## src/rtl/dbgseq_pkg.sv

```systemverilog
package dbgseq_pkg;

  // request kinds
  localparam logic [2:0] OP_MEM_RD  = 3'd0;
  localparam logic [2:0] OP_MEM_WR  = 3'd1;
  localparam logic [2:0] OP_BKPT    = 3'd2;
  localparam logic [2:0] OP_STEP    = 3'd3;
  localparam logic [2:0] OP_TRC_CLR = 3'd4;

  // target command encodings
  localparam logic [2:0] PFX_BKPT_SHIFT = 3'b010;
  localparam logic [2:0] PFX_MEM_SHIFT  = 3'b110;
  localparam logic [3:0] CODE_STEP      = 4'b1000;
  localparam logic [3:0] CODE_TRC_CLR   = 4'b1010;
  localparam logic [3:0] CODE_MEM_RD    = 4'b1110;
  localparam logic [3:0] CODE_MEM_WR    = 4'b1111;
  localparam logic [3:0] CODE_IDLE      = 4'b0000;

  // readback select for the memory read result byte
  localparam logic [3:0] RB_SEL_MEM  = 4'd7;
  localparam logic [3:0] RB_SEL_IDLE = 4'd0;

  typedef enum logic [1:0] {
    ST_IDLE = 2'd0,
    ST_SEND = 2'd1,
    ST_WAIT = 2'd2
  } seq_state_e;

  function automatic logic op_known(input logic [2:0] op);
    return (op <= OP_TRC_CLR);
  endfunction

endpackage

```

## src/rtl/dbgseq_slot_timer.sv

```systemverilog
module dbgseq_slot_timer #(
  parameter int LO_CYC = 4,
  parameter int HI_CYC = 4
) (
  input  logic clk,
  input  logic rst_n,
  input  logic run,
  output logic strobe_hi,
  output logic slot_done
);

  localparam int SLOT_CYC = LO_CYC + HI_CYC;
  localparam int PW       = (SLOT_CYC > 1) ? $clog2(SLOT_CYC) : 1;

  logic [PW-1:0] phase_q;
  logic [PW-1:0] phase_d;

  assign slot_done = run && (phase_q == PW'(SLOT_CYC - 1));
  assign strobe_hi = run && (phase_q >= PW'(LO_CYC));

  always_comb begin
    phase_d = phase_q;
    if (!run || slot_done) begin
      phase_d = '0;
    end else begin
      phase_d = phase_q + 1'b1;
    end
  end

  always_ff @(posedge clk or negedge rst_n) begin
    if (!rst_n) begin
      phase_q <= '0;
    end else begin
      phase_q <= phase_d;
    end
  end

endmodule

```

## src/rtl/dbgseq_frame.sv

```systemverilog
module dbgseq_frame
  import dbgseq_pkg::*;
#(
  parameter int ADDR_W = 16,
  parameter int DATA_W = 8,
  parameter int MODE_W = 6,
  parameter int TRIG_W = 4
) (
  input  logic              clk,
  input  logic              rst_n,
  input  logic              load,
  input  logic [2:0]        op,
  input  logic [ADDR_W-1:0] addr,
  input  logic [DATA_W-1:0] data,
  input  logic [MODE_W-1:0] mode,
  input  logic [TRIG_W-1:0] trig,
  input  logic              advance,
  output logic [3:0]        code,
  output logic              last
);

  localparam int BP_W  = ADDR_W + MODE_W + TRIG_W;
  localparam int WR_W  = ADDR_W + DATA_W;
  localparam int PAY_W = (BP_W > WR_W) ? BP_W : WR_W;
  localparam int CNT_W = $clog2(PAY_W + 1);

  logic [PAY_W-1:0] pay_q,  pay_d;
  logic [CNT_W-1:0] bits_q, bits_d;
  logic [2:0]       pfx_q,  pfx_d;
  logic [3:0]       exe_q,  exe_d;
  logic             has_exe_q, has_exe_d;
  logic             shifting;

  assign shifting = (bits_q != '0);
  assign code     = shifting ? {pfx_q, pay_q[0]} : exe_q;
  assign last     = has_exe_q ? !shifting : (bits_q == CNT_W'(1));

  always_comb begin
    pay_d     = pay_q;
    bits_d    = bits_q;
    pfx_d     = pfx_q;
    exe_d     = exe_q;
    has_exe_d = has_exe_q;
    if (load) begin
      pay_d     = '0;
      bits_d    = '0;
      pfx_d     = PFX_MEM_SHIFT;
      exe_d     = CODE_IDLE;
      has_exe_d = 1'b1;
      case (op)
        OP_MEM_RD: begin
          pay_d[ADDR_W-1:0] = addr;
          bits_d            = CNT_W'(ADDR_W);
          exe_d             = CODE_MEM_RD;
        end
        OP_MEM_WR: begin
          pay_d[WR_W-1:0] = {addr, data};
          bits_d          = CNT_W'(WR_W);
          exe_d           = CODE_MEM_WR;
        end
        OP_BKPT: begin
          pay_d[BP_W-1:0] = {trig, mode, addr};
          bits_d          = CNT_W'(BP_W);
          pfx_d           = PFX_BKPT_SHIFT;
          has_exe_d       = 1'b0;
        end
        OP_STEP:    exe_d = CODE_STEP;
        OP_TRC_CLR: exe_d = CODE_TRC_CLR;
        default:    exe_d = CODE_IDLE;
      endcase
    end else if (advance && shifting) begin
      pay_d  = pay_q >> 1;
      bits_d = bits_q - 1'b1;
    end
  end

  always_ff @(posedge clk or negedge rst_n) begin
    if (!rst_n) begin
      pay_q     <= '0;
      bits_q    <= '0;
      pfx_q     <= '0;
      exe_q     <= '0;
      has_exe_q <= 1'b0;
    end else begin
      pay_q     <= pay_d;
      bits_q    <= bits_d;
      pfx_q     <= pfx_d;
      exe_q     <= exe_d;
      has_exe_q <= has_exe_d;
    end
  end

endmodule

```

## src/rtl/dbgseq_ctrl.sv

```systemverilog
module dbgseq_ctrl
  import dbgseq_pkg::*;
#(
  parameter int DATA_W   = 8,
  parameter int WAIT_CYC = 500
) (
  input  logic              clk,
  input  logic              rst_n,
  input  logic              req_valid,
  input  logic [2:0]        req_op,
  input  logic              slot_done,
  input  logic              last,
  input  logic [DATA_W-1:0] rb_data,
  output logic              accept,
  output logic              sending,
  output logic              req_ready,
  output logic              rd_valid,
  output logic [DATA_W-1:0] rd_data,
  output logic [3:0]        rb_sel
);

  localparam int WW = $clog2(WAIT_CYC + 1);

  seq_state_e        st_q, st_d;
  logic [WW-1:0]     wcnt_q, wcnt_d;
  logic              is_rd_q, is_rd_d;
  logic              vld_d;
  logic              wait_end;

  assign req_ready = (st_q == ST_IDLE);
  assign sending   = (st_q == ST_SEND);
  assign accept    = req_ready && req_valid && op_known(req_op);
  assign wait_end  = (st_q == ST_WAIT) && (wcnt_q == WW'(WAIT_CYC - 1));
  assign rb_sel    = (st_q == ST_WAIT) ? RB_SEL_MEM : RB_SEL_IDLE;

  always_comb begin
    st_d    = st_q;
    wcnt_d  = '0;
    is_rd_d = is_rd_q;
    vld_d   = 1'b0;
    case (st_q)
      ST_IDLE: begin
        if (accept) begin
          st_d    = ST_SEND;
          is_rd_d = (req_op == OP_MEM_RD);
        end
      end
      ST_SEND: begin
        if (slot_done && last) begin
          st_d = is_rd_q ? ST_WAIT : ST_IDLE;
        end
      end
      ST_WAIT: begin
        if (wait_end) begin
          st_d  = ST_IDLE;
          vld_d = 1'b1;
        end else begin
          wcnt_d = wcnt_q + 1'b1;
        end
      end
      default: st_d = ST_IDLE;
    endcase
  end

  always_ff @(posedge clk or negedge rst_n) begin
    if (!rst_n) begin
      st_q     <= ST_IDLE;
      wcnt_q   <= '0;
      is_rd_q  <= 1'b0;
      rd_valid <= 1'b0;
    end else begin
      st_q     <= st_d;
      wcnt_q   <= wcnt_d;
      is_rd_q  <= is_rd_d;
      rd_valid <= vld_d;
    end
  end

  always_ff @(posedge clk or negedge rst_n) begin
    if (!rst_n) begin
      rd_data <= '0;
    end else if (wait_end) begin
      rd_data <= rb_data;
    end
  end

endmodule

```

## src/rtl/dbg_cmd_seq.sv

```systemverilog
module dbg_cmd_seq
  import dbgseq_pkg::*;
#(
  parameter int ADDR_W  = 16,
  parameter int DATA_W  = 8,
  parameter int MODE_W  = 6,
  parameter int TRIG_W  = 4,
  parameter int LO_CYC  = 4,
  parameter int HI_CYC  = 4,
  parameter int CLK_HZ  = 50_000_000,
  parameter int WAIT_NS = 10_000
) (
  input  logic              clk,
  input  logic              rst_n,
  input  logic              req_valid,
  input  logic [2:0]        req_op,
  input  logic [ADDR_W-1:0] req_addr,
  input  logic [DATA_W-1:0] req_data,
  input  logic [MODE_W-1:0] req_mode,
  input  logic [TRIG_W-1:0] req_trig,
  output logic              req_ready,
  output logic              rd_valid,
  output logic [DATA_W-1:0] rd_data,
  output logic [3:0]        cmd_code,
  output logic              cmd_strobe,
  output logic [3:0]        rb_sel,
  input  logic [DATA_W-1:0] rb_data
);

  localparam int WAIT_RAW = ((CLK_HZ / 1_000_000) * WAIT_NS) / 1000;
  localparam int WAIT_CYC = (WAIT_RAW < 1) ? 1 : WAIT_RAW;

  // reset: asserted asynchronously, released on a clock edge
  logic [1:0] rst_sync_q;
  logic       rst_int_n;

  always_ff @(posedge clk or negedge rst_n) begin
    if (!rst_n) begin
      rst_sync_q <= 2'b00;
    end else begin
      rst_sync_q <= {rst_sync_q[0], 1'b1};
    end
  end
  assign rst_int_n = rst_sync_q[1];

  logic       accept;
  logic       sending;
  logic       slot_done;
  logic       strobe_hi;
  logic       last;
  logic [3:0] frame_code;

  dbgseq_ctrl #(
    .DATA_W  (DATA_W),
    .WAIT_CYC(WAIT_CYC)
  ) u_ctrl (
    .clk      (clk),
    .rst_n    (rst_int_n),
    .req_valid(req_valid),
    .req_op   (req_op),
    .slot_done(slot_done),
    .last     (last),
    .rb_data  (rb_data),
    .accept   (accept),
    .sending  (sending),
    .req_ready(req_ready),
    .rd_valid (rd_valid),
    .rd_data  (rd_data),
    .rb_sel   (rb_sel)
  );

  dbgseq_slot_timer #(
    .LO_CYC(LO_CYC),
    .HI_CYC(HI_CYC)
  ) u_timer (
    .clk      (clk),
    .rst_n    (rst_int_n),
    .run      (sending),
    .strobe_hi(strobe_hi),
    .slot_done(slot_done)
  );

  dbgseq_frame #(
    .ADDR_W(ADDR_W),
    .DATA_W(DATA_W),
    .MODE_W(MODE_W),
    .TRIG_W(TRIG_W)
  ) u_frame (
    .clk    (clk),
    .rst_n  (rst_int_n),
    .load   (accept),
    .op     (req_op),
    .addr   (req_addr),
    .data   (req_data),
    .mode   (req_mode),
    .trig   (req_trig),
    .advance(slot_done),
    .code   (frame_code),
    .last   (last)
  );

  assign cmd_code   = sending ? frame_code : CODE_IDLE;
  assign cmd_strobe = strobe_hi;

endmodule

```

## config.mk

```make
export PLATFORM = sky130hd
export DESIGN_NAME = dbg_cmd_seq
export DESIGN_NICKNAME = d
export VERILOG_FILES = /design/src/rtl/dbgseq_pkg.sv /design/src/rtl/dbgseq_slot_timer.sv /design/src/rtl/dbgseq_frame.sv /design/src/rtl/dbgseq_ctrl.sv /design/src/rtl/dbg_cmd_seq.sv
export SDC_FILE = /design/constraint.sdc
export NUM_CORES = 1
export LEC_CHECK = 0
export ABC_CLOCK_PERIOD_IN_PS = 2100
export BUFFER_PORTS_ARGS = -buffer_cell sky130_fd_sc_hd__buf_2
export CAP_MARGIN = 20
export CORE_MARGIN = 4
export CORE_UTILIZATION = 54
export DETAILED_ROUTE_END_ITERATION = 6
export PLACE_DENSITY = 0.8
export SYNTH_ARGS = -nofsm -noshare
export SYNTH_HDL_FRONTEND = slang
export SYNTH_SLANG_ARGS = --single-unit
```

## constraint.sdc

```tcl
create_clock -name clk -period 2.1 [get_ports clk]
set_input_delay 0 -clock clk [delete_from_list [all_inputs] [get_ports clk]]
set_output_delay 0 -clock clk [all_outputs]
set_load 0.02 [all_outputs]
```

* Yosys cells after proc, flatten, opt, wreduce, memory -nomap -nowiden
Index checks and enable logic that the tools add are counted.
** Operators by class
- $add $sub $neg :: 3
- Multipliers :: 0
- Divide/modulo/power cells :: 0
- Magnitude comparators :: 2
- Eq/ne operators :: 12
- Shift-type cells :: 0
- Mux-type cells :: 25
- Bitwise operators :: 0
- Reduce and logical (&&, ||, !) cells :: 17
** Operator list (number)
- 2-to-1 mux 26 bit :: 2
- case mux 16 bit (2 select lines) :: 1
- 2-to-1 mux 9 bit :: 2
- case mux 4 bit (4 select lines) :: 1
- case mux 8 bit (2 select lines) :: 1
- case mux 5 bit (3 select lines) :: 1
- 2-to-1 mux 2 bit :: 5
- 2-to-1 mux 5 bit :: 2
- adder 9 x 1 -> 9 bit, second input constant :: 1
- equality test 9 bit, second input constant :: 1
- 2-to-1 mux 3 bit :: 3
- 2-to-1 mux 4 bit :: 2
- logical AND 1 bit :: 7
- equality test 3 x 2 -> 1 bit, second input constant :: 2
- equality test 3 bit, second input constant :: 2
- case mux 2 bit (3 select lines) :: 1
- equality test 5 x 1 -> 1 bit, second input constant :: 1
- nonzero test 5 bit :: 1
- subtractor 5 x 1 -> 5 bit, second input constant :: 1
- 2-to-1 mux 1 bit :: 4
- != test 2 x 1 -> 1 bit, second input constant :: 2
- adder 3 x 1 -> 3 bit, second input constant :: 1
- equality test 3 x 1 -> 1 bit, second input constant :: 1
- >= comparator 3 bit, second input constant :: 1
- other kinds (12) :: 13
** Word-level totals
- Bits in registers :: 65
- Bits in latches :: 0
- Memory bits (writable) :: 0
- Memory bits (read-only) :: 0
- Input bits :: 48
- Output and inout bits :: 19
- Word-level logic and storage cells :: 71
- Memories :: 0

* Depth between registers and ports, before layout
Gate-level depths: netlist (run 1).
- Depth in word-level cells :: 6
- Mapped depth :: 9

* Cells and area by module
A second synthesis (run 1) with hierarchy kept.
** Unflattened totals
- Cells, all modules :: 351
- Area, all modules :: 3454.6 um2
** Modules (own cells, without submodules)
- dbgseq_frame :: instances 1, cells each 242, area an instance 2219.6 um2, sequential area each 925.9 um2
- dbgseq_ctrl :: instances 1, cells each 92, area an instance 1012.2 um2, sequential area each 525.5 um2
- dbgseq_slot_timer :: instances 1, cells each 10, area an instance 143.9 um2, sequential area each 75.1 um2
- dbg_cmd_seq :: instances 1, cells each 7, area an instance 78.8 um2, sequential area each 50.0 um2

* Least setup slack after synthesis (run 1)
No wires, ideal clock.
- Kind :: reg-to-reg
- From :: register u_frame.bits_q[0]
- To :: register u_frame.pay_q[10]
- Arrival :: 1925 ps
- Setup slack :: 49 ps
- Stages on the path, launching flop included :: 9
- Period minus slack after synthesis :: 2051 ps
- Cell sequence :: dfrtp_1 > inv_1 > ha_1 > or4b_1 > buf_2 > and2_4 > buf_6 > buf_6 > a221o_1
** Between the ends
- Cells in the longest elaborated chain, start to end :: 3
** RTL lines
- from (decl) :: line dbgseq_frame.sv:28 : logic [CNT_W-1:0] bits_q, bits_d;
- from (signal assigned) :: line dbgseq_frame.sv:86 : bits_q <= bits_d;
- nonzero test 5 bit :: line dbgseq_frame.sv:34 : assign shifting = (bits_q != '0);
- logical AND 1 bit :: line dbgseq_frame.sv:71 : end else if (advance && shifting) begin
- nonzero test 2 bit (no line)
- to (signal assigned) :: line dbgseq_frame.sv:85 : pay_q <= pay_d;
- to (decl) :: line dbgseq_frame.sv:27 : logic [PAY_W-1:0] pay_q, pay_d;
No other way between the ends.
A chain may end at the register's enable or synchronous reset.

* Final worst setup path (run 1)
- From :: register u_frame.bits_q[1]
- To :: output port cmd_code[0]
** Between the ends
- Cells in the longest elaborated chain, start to end :: 3
** RTL lines
- nonzero test 5 bit :: line dbgseq_frame.sv:34
- 2-to-1 mux 4 bit :: line dbgseq_frame.sv:35 : assign code = shifting ? {pfx_q, pay_q[0]} : exe_q;
- 2-to-1 mux 4 bit :: line dbg_cmd_seq.sv:102 : assign cmd_code = sending ? frame_code : CODE_IDLE;
- to (decl) :: line dbg_cmd_seq.sv:24 : output logic [3:0] cmd_code,
No other way between the ends.

==> results of run 1 <==
-- power by group through the flow --
stage          registers (W)  logic, W  clock network [W]
6_report             0.00177   0.00132            0.00108
5_1_grt              0.00182   0.00147            0.00116
4_1_cts              0.00176   0.00127            0.00111
3_5_place_dp         0.00178   0.00122                  0
3_3_place_gp         0.00177   0.00117                  0
2_1_floorplan        0.00173  0.000864                  0
-- metrics by stage --
stage                     instance area [um^2]  setup TNS [ns]  utilization (%)  hold slack (ns)
final                                     3980               0             75.6           0.0157
after detailed placement                  3480               0             66.1           -0.212
after global routing                      3980         -0.0506             75.6           0.0224
after CTS                                 3960               0             75.1         0.000294
after global placement                    3480               0             66.1           -0.214
after floorplan                           3020               0                -           -0.296
-- area by class of cell --
class / instances / area [um^2] / share of cell area (%)
Timing Repair Buffer: 108 / 753 / 18.9
Inverter: 4 / 15.0 / 0.377
Sequential cell: 63 / 1580 / 39.6
Clock buffer: 10 / 138 / 3.45
Clock inverter: 6 / 68.8 / 1.73
Tap cell: 70 / 87.6 / 2.20
Multi-Input combinational cell: 195 / 1340 / 33.7
-- registers in the layout, summed over array words and instances (netlist names) --
name / flops
rst_sync_q: 2
u_ctrl.rd_valid: 1
u_frame.bits_q: 5
u_frame.exe_q: 4
u_frame.pay_q: 26
u_ctrl.st_q: 2
u_ctrl.is_rd_q: 1
u_ctrl.wcnt_q: 9
u_frame.pfx_q: 2
u_timer.phase_q: 3
u_ctrl.rd_data: 8
-- worst max-delay path, cell delays in order (launching register included) --
cell	delay, ns
dfrtp_1	0.40
inv_1	0.09
ha_2	0.21
or4b_4	0.48
buf_4	0.17
nand2_1	0.07
a21oi_1	0.07
buf_2	0.18
-- routing by layer --
metal,up-vias,global-route usage (%),share of wire [%]
met5,-,0,0
met4,0,7.58,1.8
met3,16,6.53,6.6
met2,124,37.0,49
met1,1220,29.0,42
li1,1213,-,-
-- worst paths after layout --
check,from,end,slack (ns)
max reg2reg,u_ctrl.st_q[0],u_ctrl.is_rd_q,0.11
max,u_frame.bits_q[1],cmd_code[0],0.1
min,req_data[2],u_frame.pay_q[2],0.02
min reg2reg,rst_sync_q[1],u_frame.pay_q[25],0.27
max in group asynchronous,rst_sync_q[1],u_ctrl.wcnt_q[6],1.24
min in group asynchronous,rst_sync_q[1],u_frame.pay_q[25],0.27
-- cell families (layout without fill, tap and decap cells) --
group | count (synthesis) | after routing | synth area share [%]
buffers and inverters | 23 | 128 | 3.97
muxes | 25 | 25 | 8.65
AOI/OAI and AO/OA | 57 | 57 | 14.7
adders and majority gates | 5 | 5 | 2.07
and+or+nand+nor | 97 | 97 | 15.6
other | 2 | 2 | 0.248
DFF | 63 | 63 | 52.1
xor gates and xnor gates | 9 | 9 | 2.61
-- synth_stat cells (all sizes together), types with 4 or more instances --
library cell and n:
nand2 24, ha 5, xor2 5, nor2 38
xnor2 4, buf 9, mux2 9, a21oi 7
clkbuf 10, a22oi 21, nor2b 4, nand3 6
dfrtp 63, inv 4, a221o 14, mux2i 16
-- timing repair --
| action | 4_1_cts | 5_1_grt |
|---|---|---|
| endpoints found under the setup margin | 0 | 22 |
| hold buffers | 27 | 0 |
| hold endpoints to repair | 23 | 0 |
| setup buffers | 0 | 1 |
| gates resized for setup | 0 | 5 |
==> metrics.md, run 1 <==
| Metric | Value |
|---|---|
| Wire per inst | roughly 17 um |
| Design Power | 0.00417 W |
| Power share of the sequential group | 42.5% |
| CTS tree | yes |
| Internal power | 0.00279 W |
| CP Capture Type | output port |
| Antenna Nets Post-Route | 0 |
| DP Worst Slack | 0.0983 ns |
| Avg Inst Size Synth | approximately 11 um^2 |
| RePlAce Congestion | roughly 0.86 |
| Commonest cells after routing, fill and taps aside | 65 x buf_2, 62 x dfrtp_1, 36 x nor2_1 |
| GRT Util Overall | between 20% and 30% |
| Req. time, crit path | 2.10 ns |
| Commonest non-fill, non-tap cell in the layout | buf_2 |
| Cells after synthesis | approximately 280 |
| Pwr dens | 1050 nW/um^2 |
| Combinational Power Share | 31.6% |
| Share of the synthesized area in the top cell type | 52.1% |
| Hold Crit Depth | 4 |
| Psw | 0.00138 W |
| Mapped Area | 3020 um^2 |
| TritonRoute pass-1 iters | 5 |
| Layout cell share with drive strength beyond 1 | a little under a third |
| Worst Slack Setup Final | 0.0994 ns |
| CTS clk-pin slew, worst paths | approximately 0.07 ns |
| Cts bufs inserted | 9 |
| Largest net degree at the start of global routing | 36 |
| Area Overhead vs Synth | 31.7% |
| Leakage Power | a little under 2 nW |
| Final setup viols | 0 |
| Status | complete, no violations |
| Share of synthesized flip-flops with an asynchronous set or reset | 100% |
| Max_slew headroom | roughly 61% |
| Least-Margin Pin Slew | between 0.5 and 0.6 ns |
| Ys flop type | dfrtp_1 |
| Drt initial violations | 151 |
| Via count | 2573 |
| Vias in the first global route | about 2.7k |
| Global-route wire length before repair | 12.8 mm |
| PortBufs | 65 |
| Worst skew pair latency | approximately 0.34 ns |
| Final period util | 95.3% |
| Crit start category | flop |
| Critical path arrival | 2.00 ns |
| Layout Nets | between 400 and 500 |
| Cell variety after synth | 45 |
| Max_cap viols | 0 |
| Synth area leaders | dfrtp_1 52%, mux2i_1 5.3%, a22oi_1 5.2% |
| Tmin final | 2.00 ns |
| Critical path class | flop to output port |
| Residual DRC | 0 |
| Peak supply drop | about 730 uV |
| Max Fclk | about 500 MHz |
| Die Area | between 6000 and 7000 um^2 |
| H-Tree Depth | 3 |
| Final HPWL DP | 4.92 mm |
| GR Overflow Total | 0 |
| Fill cells | 368 |
| IO Pins | 67 |
| Syn nets | 334 |
| Sw Ratio | 33.1% |
| Clock network power share | 25.9% |
| HP Class | primary input to flop |
| Core footprint | around 5300 um^2 |
| Clock sinks | between 60 and 70 |
| Final Hold Fails | 0 |
| Clk root buf | clkbuf_8 |
| Width of the die | 82.8 um |
| CTS Buffer Depth | 2 |
| Initial Utilization | 57.4% |
| Max-slew violation count | 0 |
| Initial antenna violation count | 0 |
| #FFs+latches synth | between 60 and 70 |
| Final Non-Filler Cells | between 400 and 500 |
| Row cnt | 26 |
| Worst reg-to-reg path cell count | 5 |
| Die Height | 82.8 um |
| Inst Count DP | 412 |
| Post-synth EDFFs | 0 |
| Ant diodes | 0 |
| Crit-path max FO | 5 |
| Top cell type by total area after synthesis | dfrtp_1 |
| Routed wire length | 7.60 mm |
| Clock Skew | 0.00297 ns |
| Vias per cell | 5.64 |
| YS warnings | 0 |
| Seq/Total Area, Yosys | 52.1% |
(Power assumes the default switching activity.)
==> run 2, diff against run 1 <==
--- a/config.mk
+++ b/config.mk
@@ -5,13 +5,15 @@
 export SDC_FILE = /design/constraint.sdc
 export NUM_CORES = 1
 export LEC_CHECK = 0
-export ABC_CLOCK_PERIOD_IN_PS = 2100
+export ABC_CLOCK_PERIOD_IN_PS = 1900
 export BUFFER_PORTS_ARGS = -buffer_cell sky130_fd_sc_hd__buf_2
 export CAP_MARGIN = 20
+export CELL_PAD_IN_SITES_DETAIL_PLACEMENT = 0
+export CELL_PAD_IN_SITES_GLOBAL_PLACEMENT = 1
 export CORE_MARGIN = 4
-export CORE_UTILIZATION = 54
+export CORE_UTILIZATION = 42
 export DETAILED_ROUTE_END_ITERATION = 6
-export PLACE_DENSITY = 0.8
+export PLACE_DENSITY_LB_ADDON = 0.1
 export SYNTH_ARGS = -nofsm -noshare
 export SYNTH_HDL_FRONTEND = slang
 export SYNTH_SLANG_ARGS = --single-unit
==> constraint.sdc (replaced) <==
create_clock -name clk -period 1.9 [get_ports clk]
set_input_delay 0 -clock clk [delete_from_list [all_inputs] [get_ports clk]]
set_output_delay 0 -clock clk [all_outputs]
set_load 0.02 [all_outputs]
==> metrics.md, run 2 (synthesized netlist as in run 1, its figures left out) <==
| Metric | Value |
|---|---|
| Slowest CP cell | or4b_4 |
| Core footprint | 6910 um^2 |
| Least-Margin Pin Slew | 0.581 ns |
| Util after Layout | 59.5% |
| Fill cells | between 600 and 700 |
| Routed wire length | 7.36 mm |
| Worst skew pair latency | 0.33 ns |
| CP Capture Type | flop |
| H-Tree Depth | 3 |
| Initial Utilization | 43.8% |
| CP peak stage delay | 0.49 ns |
| Tmin final | 1.85 ns |
| Pwr dens | between 1000 and 1500 nW/um^2 |
| Max-slew violation count | 0 |
| CTS Buffer Depth | 2 |
| Commonest non-fill, non-tap cell in the layout | buf_2 |
| Inst Count DP | 450 |
| Design Power | around 0.0046 W |
| GR Overflow Total | 0 |
| Vias per cell | 5.12 |
| Max_slew headroom | 61.2% |
| Peak supply drop | 487 uV |
| Worst Slack Setup Final | 0.0547 ns |
| Layout cell share with drive strength beyond 1 | 34.0% |
| Die Area | 8620 um^2 |
| Crit-path max FO | 12 |
| Largest regs | u_frame.pay_q: 26 flops, u_ctrl.wcnt_q: 9 flops, u_ctrl.rd_data: 8 flops |
| Ordered cell list for the critical path | inv_2, ha_4, or4b_4, and2_4, buf_12, a221o_1 |
| Worst reg-to-reg path cell count | 6 |
| Clock sinks | 63 |
| Largest net degree at the start of global routing | 43 |
| Critical path class | flop to flop |
| Clock Skew | 0.0125 ns |
| Req. time, crit path | between 2 and 2.5 ns |
| PortBufs | 65 |
| Final Hold Fails | 0 |
| Die Height | around 93 um |
| Hold Crit Depth | 4 |
| Clk root buf | clkbuf_8 |
| Area Overhead vs Synth | 35.8% |
| CTS clk-pin slew, worst paths | 0.06 ns |
| IO Pins | 67 |
| Commonest cells after routing, fill and taps aside | 63 x buf_2, 62 x dfrtp_1, 36 x nor2_1 |
| Leakage Power | 2.03 nW |
| Antenna Nets Post-Route | 0 |
| Final period util | between 90% and 100% |
| Ant diodes | 0 |
| TritonRoute pass-1 iters | 4 |
| Wire per inst | 14.9 um |
| Via count | around 2.5k |
| Initial antenna violation count | 0 |
| Final Non-Filler Cells | ~500 |
| Residual DRC | 0 |
| DP Worst Slack | 0.0255 ns |
| Layout Nets | 445 |
| RePlAce Congestion | 0.757 |
| Drt initial violations | 110 |
| Critical path arrival | 2.06 ns |
| Final HPWL DP | approximately 5.3 mm |
| Largest register by flop count | u_frame.pay_q |
| Final setup viols | 0 |
| Global-route wire length before repair | 12.1 mm |
| Max_cap viols | 0 |
| Max FFs per register | 26 |
| Cts bufs inserted | 9 |
| Max Fclk | 542 MHz |
| GRT Util Overall | 18.0% |
| Crit start category | flop |
| Status | complete, no violations |
| Row cnt | 30 |
| Width of the die | 92.9 um |
| Vias in the first global route | 2527 |
| CTS tree | yes |
| HP Class | primary input to flop |
-- run 2: changes by cell type in the layout (fill, tap and decap cells not counted), moves of 2 or more --
cell           previous run  this run
buf_12                    3         5
inv_2                     0         2
a21oi_2                   0         2
buf_4                    13        24
buf_6                     0         4
a21oi_1                   7         5
clkbuf_1                  0         2
dlygate4sd3_1            27        23
buf_2                    65        63
inv_1                     4         2
-- run 2: through the flow --
stage | instance area (um^2) | setup TNS (ns) | hold slack, ns
after floorplan | 3040 | -1.11 | -0.296
after global placement | 3640 | 0 | -0.215
after detailed placement | 3640 | 0 | -0.212
after CTS | 4060 | 0 | 0.00136
after global routing | 4110 | -0.00364 | 0.0139
final | 4110 | 0 | 0.0195
-- run 2: worst paths after layout --
kind                                    from           endpoint  slack [ns]
min reg2reg                    rst_sync_q[1]  u_frame.pay_q[20]        0.22
min                              req_data[6]   u_frame.pay_q[6]        0.02
max                        u_frame.bits_q[1]   u_frame.pay_q[5]        0.05
max in group asynchronous      rst_sync_q[1]   u_ctrl.wcnt_q[3]        1.11
max reg2reg                u_frame.bits_q[1]   u_frame.pay_q[5]        0.05
min in group asynchronous      rst_sync_q[1]  u_frame.pay_q[20]        0.22
-- run 2: layer usage --
layer	track usage [%]	wire length, um
met1	23.6	3330
met2	29.0	3600
met3	3.74	312
met4	6.96	108
met5	0	0
-- run 2: layout make-up --
| cell class | count | area [um^2] | area share [%] |
|---|---|---|---|
| timing repair buffer | 119 | 871 | 21.2 |
| multi-input combinational | 195 | 1360 | 33.0 |
| sequential | 63 | 1580 | 38.4 |
| inverter | 4 | 15.0 | 0.366 |
| clock buffer | 11 | 131 | 3.20 |
| tap | 96 | 120 | 2.93 |
| clock inverter | 5 | 35.0 | 0.853 |
-- run 2: power by group --
part           total, W  switching (W)  internal, W
logic           0.00169       0.000806     0.000881
registers       0.00192       0.000217      0.00170
clock network  0.000996       0.000522     0.000474
total           0.00460        0.00154      0.00306
-- run 2: what timing repair did --
action                                 4_1_cts  5_1_grt
endpoints found under the hold margin       22        0
gates resized for setup                      5        8
pin swaps                                    0        1
setup endpoints to repair                    3       20
setup buffers                                2        2
hold buffers                                23        0
-- run 2: critical path, delay by kind of cell (launching register included) --
kind,cells,cell delay [ns]
compound gates,1,0.34
fa+ha+maj,1,0.12
buf+inv,2,0.22
flops,1,0.38
simple gates,2,0.67
